`src/rtl/split_mv_resolver.sv`:
```
module split_mv_resolver #(
  parameter int MV_W = 16,
  parameter int GRID = 4
) (
  input  logic                             clk,
  input  logic                             rst_n,
  input  logic                             start,
  input  logic [2*GRID*GRID-1:0]           tags,
  input  logic [2*MV_W*GRID*GRID-1:0]      new_mv,
  input  logic [2*MV_W*GRID-1:0]           left_edge,
  input  logic                             left_ok,
  input  logic [2*MV_W*GRID-1:0]           above_edge,
  input  logic                             above_ok,
  output logic [2*MV_W*GRID*GRID-1:0]      mv_out,
  output logic                             busy,
  output logic                             done
);
  localparam int VW  = 2 * MV_W;
  localparam int NSB = GRID * GRID;
  localparam int RW  = $clog2(GRID);
  localparam int IW  = 2 * RW;

  localparam logic [1:0] TAG_LEFT  = 2'd0;
  localparam logic [1:0] TAG_ABOVE = 2'd1;
  localparam logic [1:0] TAG_NEW   = 2'd2;

  logic [IW-1:0] idx;
  logic [RW-1:0] row, col;
  logic [1:0]    tag;
  logic [VW-1:0] left_v, above_v, res_v;

  assign row = idx[IW-1:RW];
  assign col = idx[RW-1:0];
  assign tag = tags[2*idx +: 2];

  always_comb begin
    if (col == '0)
      left_v = left_ok ? left_edge[int'(row)*VW +: VW] : '0;
    else
      left_v = mv_out[(int'(idx) - 1)*VW +: VW];
    if (row == '0)
      above_v = above_ok ? above_edge[int'(col)*VW +: VW] : '0;
    else
      above_v = mv_out[(int'(idx) - GRID)*VW +: VW];
    case (tag)
      TAG_LEFT:  res_v = left_v;
      TAG_ABOVE: res_v = above_v;
      TAG_NEW:   res_v = new_mv[int'(idx)*VW +: VW];
      default:   res_v = '0;
    endcase
  end

  always_ff @(posedge clk) begin
    if (!rst_n) begin
      idx    <= '0;
      busy   <= 1'b0;
      done   <= 1'b0;
      mv_out <= '0;
    end else begin
      done <= 1'b0;
      if (busy) begin
        mv_out[int'(idx)*VW +: VW] <= res_v;
        idx <= idx + 1'b1;
        if (int'(idx) == NSB - 1) begin
          busy <= 1'b0;
          done <= 1'b1;
        end
      end else if (start) begin
        busy <= 1'b1;
        idx  <= '0;
      end
    end
  end
endmodule

```
`config.mk`:
```
export PLATFORM = sky130hd
export DESIGN_NAME = split_mv_resolver
export DESIGN_NICKNAME = d
export VERILOG_FILES = /design/src/rtl/split_mv_resolver.sv
export SDC_FILE = /design/constraint.sdc
export NUM_CORES = 2
export LEC_CHECK = 0
export ABC_CLOCK_PERIOD_IN_PS = 5010
export CORE_AREA = 2 2 511 513
export DETAILED_ROUTE_END_ITERATION = 16
export DIE_AREA = 0 0 513 515
export PLACE_DENSITY = 0.34
export SYNTH_ARGS = -nofsm -noshare
export SYNTH_HDL_FRONTEND = slang
export SYNTH_SLANG_ARGS = --single-unit
```
`constraint.sdc`:
```
create_clock -name clk -period 5.01 [get_ports clk]
set_clock_uncertainty 0.1 [all_clocks]
set_input_delay 1.002 -clock clk [delete_from_list [all_inputs] [get_ports clk]]
set_output_delay 1.002 -clock clk [all_outputs]
set_load 0.02 [all_outputs]
```
Word level (Yosys, flattened, before mapping)
Index checks and enable logic that the tools add are counted.
{"block": "totals", "out_inout_bits": 514, "regBits": 518, "inputBits": 805, "wordCells": 36}
{"block": "op_classes", "n_addsub": 4, "n_shift": 8, "mux": 12, "reduce_logical": 5, "eq_ne": 3}
{"op": "variable part select 512 x 10 -> 32 bit", "n": 3}
{"op": "bitwise mux 512 bit", "n": 1}
{"op": "variable shift 32 x 33 -> 512 bit (first input constant)", "n": 1}
{"op": "variable part select 32 x 33 -> 512 bit", "n": 1}
{"op": "variable part select 128 x 8 -> 32 bit", "n": 2}
{"op": "two-way mux 32 bit", "n": 4}
{"op": "case mux 32 bit (3 select lines)", "n": 1}
{"op": "negator 9 -> 33 bit", "n": 1}
{"op": "variable part select 32 x 6 -> 2 bit", "n": 1}
{"op": "two-way mux 4 bit", "n": 2}
{"op": "zero test 2 bit", "n": 3}
{"op": "subtractor 4 x 1 -> 5 bit (second input constant)", "n": 1}
{"op": "subtractor 4 x 3 -> 5 bit (second input constant)", "n": 1}
{"op": "adder 4 x 1 -> 4 bit (second input constant)", "n": 1}
{"op": "== test 4 x 1 -> 1 bit (second input constant)", "n": 1}
{"op": "two-way mux 1 bit", "n": 4}
{"op": "== test 2 x 1 -> 1 bit (second input constant)", "n": 1}
{"op": "== test 2 bit (second input constant)", "n": 1}
{"op": "AND reduction 2 bit", "n": 1}
{"op": "nonzero test 2 bit", "n": 1}

Logic depth before layout (Yosys ltp)
{"block": "depth", "ltp_word": 6, "ltp_mapped": 15, "mapped_depth_nobuf": 9}

Worst setup path before layout
No wires, ideal clock.
{"block": "synth_timing", "path_type": "register -> register", "startpoint": "register idx[1]", "endpoint": "register mv_out[192]", "required_time_ns": 4.788, "period_less_slack_ns": 3.884, "setup_time_ns": 0.122, "path_stages_with_launch": 15, "slack_ns": 1.126, "path_buffers": 6, "arrival_ns": 3.663, "cell_sequence": "dfxtp_1 buf_6 buf_2 buf_2 inv_1 ha_1 buf_2 buf_1 mux4_2 mux2i_1 o22ai_1 a21oi_2 clkbuf_1 nor2_1 a221o_1"}
{"block": "synth_between", "elab_chain_cells": 6, "elab_cells_between_ends": 19, "cone_classes": "add/sub: 3; eq/ne: 2; shift: 7; mux: 5; reduce/logical: 2"}
{"element": "start: declaration", "line_no": "27", "rtl": "logic [IW-1:0] idx;"}
{"element": "start signal: assignment", "line_no": "63", "rtl": "idx <= idx + 1'b1;"}
{"element": "subtractor 4 x 3 -> 5 bit (tied with other cells)", "line_no": "44", "rtl": "above_v = mv_out[(int'(idx) - GRID)*VW +: VW];"}
{"element": "variable part select 512 x 10 -> 32 bit (tied with other cells)", "line_no": "44"}
{"element": "two-way mux 32 bit, on equally long branches", "line_no": "41, 37"}
{"element": "case mux 32 bit (3 select lines)", "line_no": "45", "rtl": "case (tag)"}
{"element": "variable part select 32 x 33 -> 512 bit", "line_no": "62", "rtl": "mv_out[int'(idx)*VW +: VW] <= res_v;"}
{"element": "bitwise mux 512 bit (*)", "line_no": "62"}
{"element": "end signal: indexed assignment", "line_no": "62"}
{"element": "end: declaration", "line_no": "14", "rtl": "output logic [2*MV_W*GRID*GRID-1:0] mv_out,"}
Every way passes the cells marked *; elsewhere a longest branch is shown, timed or not.
A chain may end at the register's enable or synchronous reset.

Final worst setup path
{"block": "layout_timing", "startpoint": "register idx[1]", "endpoint": "register mv_out[29]"}
Same word-level chain as after synthesis.

==> results by group <==
Place
  – Dpl cells: 7638
  – Number of port buffers: 1318
  – DP Worst Slack: 55.0 ps
  – Cell Area, Placed: 52000 um^2
  – Post-detail-place hpwl: 243000 um
  – GP Congestion: 0.856

Drt
  – Via count: 36700
  – Pre-Repair DR Iteration Count: 5
  – Final WL: 314000 um
  – Routed Antenna Nets: 0
  – Drt wl/cell: 40.4 um
  – Vias per cell: 4.72
  – # DRC: 0
  – Drt initial violations: 3574

Synthesis
  – FFs w/ async S/R, synth: 0%
  – Top FF cell, synth: dfxtp_1
  – Post-synthesis net count: 3874
  – Most common cell in the netlist: dfxtp_1
  – Register area share after synthesis: 31.0%
  – Cell area after synthesis: 33500 um^2
  – Synth cell types: 62
  – Post-synth top area cell: dfxtp_1
  – Synth cell count leaders: dfxtp_1 (518), nor2_1 (434), a221o_1 (375)
  – Post-Syn Instances: 3061
  – Synth Warn #: 0
  – Yosys top cell area share: 31.0%
  – EDFF count, synth: 0
  – Top post-synthesis cells by area: dfxtp_1 (31%), mux4_2 (22%), a221o_1 (11%)
  – Syn Area/Cell: 10.9 um^2
  – #FFs+latches synth: 518

Worst setup path
  – WP data arrival: 4790 ps
  – Worst Setup End Kind: flip-flop
  – Worst R2R Setup Slack: 700 ps
  – Critical setup path kind: flip-flop to flip-flop
  – CP startpoint kind: flip-flop
  – WP data required: 5490 ps
  – Crit path max fanout: 60

STA
  – Final WS setup: 698 ps
  – Worst-margin pin slew: 1080 ps
  – Final period utilization: 86.1%
  – Worst rel slew slack: 27.7%
  – Minimum clock period after layout: 4310 ps
  – Max-slew violations: 0
  – F_max: 232 MHz
  – Hold violation count in the final report: 0
  – Finish-stage setup viols: 0
  – Setup TNS: 0 ps
  – RSZ-0062 raised after global routing: false

CTS
  – Post-CTS setup buffer count: 0
  – Clock Tree Buf Depth: 3
  – TritonCTS clock tree: built
  – H-tree levels: 3
  – Clk_lat worst skew: 700 ps
  – Root buffer selected by CTS: clkbuf_16
  – Hold_buf cts: 0
  – Resize count post-CTS: 0
  – Num CTS Buffers: 66
  – Worst-path clk slew: 60 ps
  – Clk sinks: 518

Power
  – PwrDens: 223 nW/um^2
  – Power Total: 12100 uW
  – Leakage: 0.0176 uW
  – Max VDD drop: 207 uV

Die
  – Core area: 259000 um^2
  – Die X: 513 um
  – # IOs: 1319
  – Cell row count: 187
  – Full die area: 264000 um^2
  – Die extent in y: 515 um
  – Initial core utilization: 13.0%

Layout
  – Fin area: 54300 um^2
  – Layout cell share with drive strength beyond 1: 19.1%
  – Non-filler cells in the finished layout: 7790
  – Post-layout nets: 5117
  – Layout fillers: 27900
  – Layout area overhead: 62.2%

Global route
  – Gr ovfl total: 0
  – Total Routing Usage GR: 22.8%
  – Vias in the first global route: 35700
  – First-pass GRT wire length: 397000 um
  – Pin count of the biggest net entering global routing: 96
  – Antenna violations before repair: 79

Run status
  – Status: finished, final reports clean

Run
  – Max_cap viols: 0

Min path
  – HP Class: flip-flop to flip-flop
## metrics by stage
step                      hold slack, ps  util [%]
after floorplan                      454         -
after global placement               404      20.1
after detailed placement             402      20.1
after CTS                            410      21.0
after global routing                 440      21.0
final                                408      21.0
## metal layers
layer  share of wire [%]  vias up  GRT usage, %
met2                  49     2249          39.2
met4                 4.2        2          8.68
met5              0.0041        -             0
li1                    -    15000             -
met1                  40    19100          27.7
met3                 7.3      405          4.86
## state kept, by name, summed over array words and instances (netlist names)
name,cells
mv_out,512
idx,4
busy,1
done,1
## cells by family (layout without fill, tap and decap cells)
kind of cell | count (synthesis) | after routing | synth area share, %
buf+inv | 380 | 1672 | 5.40
flops | 518 | 518 | 31.0
xor+xnor | 2 | 2 | 0.0748
compound gates | 894 | 894 | 23.4
fa+ha+maj | 8 | 8 | 0.299
mux | 672 | 672 | 32.4
simple gates | 587 | 587 | 7.42
other cells | 0 | 35 | 0
## cell usage in the layout (no fill, tap or decap), drive strengths merged, types with 15 or more instances in the layout
cell type	instances
nand2	59
o21a	29
clkbuf	92
diode	35
buf	233
dfxtp	518
a22o	90
o22ai	112
mux2i	342
o221ai	47
a22oi	54
a21oi	90
nor2	434
clkinv	15
a221o	375
mux4	329
clkdlybuf4s50	1317
nand3	34
or3b	19
o31a	25
o31ai	17
## power breakdown
| group | internal, uW | switching [uW] |
|---|---|---|
| clock | 2960 | 2180 |
| sequential | 4140 | 60.7 |
| combinational | 1200 | 1560 |
## worst max-delay path, cell delays in order, from the launching register on
cell and delay (ps):
dfxtp_4 490, buf_12 370, buf_12 400, mux4_2 600, mux2i_1 670, o22ai_1 280
buf_4 230, a21oi_1 140, o21ai_2 290, o221a_2 380
## final cells by class
class | count | area, um^2 | area share (%)
clock buffer | 92 | 1950 | 3.59
sequential | 518 | 10400 | 19.1
inverter | 5 | 18.8 | 0.0345
timing repair buffer | 1550 | 15500 | 28.6
multi-input combinational | 2163 | 21800 | 40.1
clock inverter | 25 | 320 | 0.590
antenna | 35 | 87.6 | 0.161
tap | 3402 | 4260 | 7.84
## path summary, 6_finish.rpt
check / start / to / cells past startpoint
max: idx[1] / mv_out[29] / 9
min: mv_out[361] / mv_out[361] / 2
max reg2reg: idx[1] / mv_out[29] / 9
min reg2reg: mv_out[361] / mv_out[361] / 2
(Power assumes the default switching activity.)
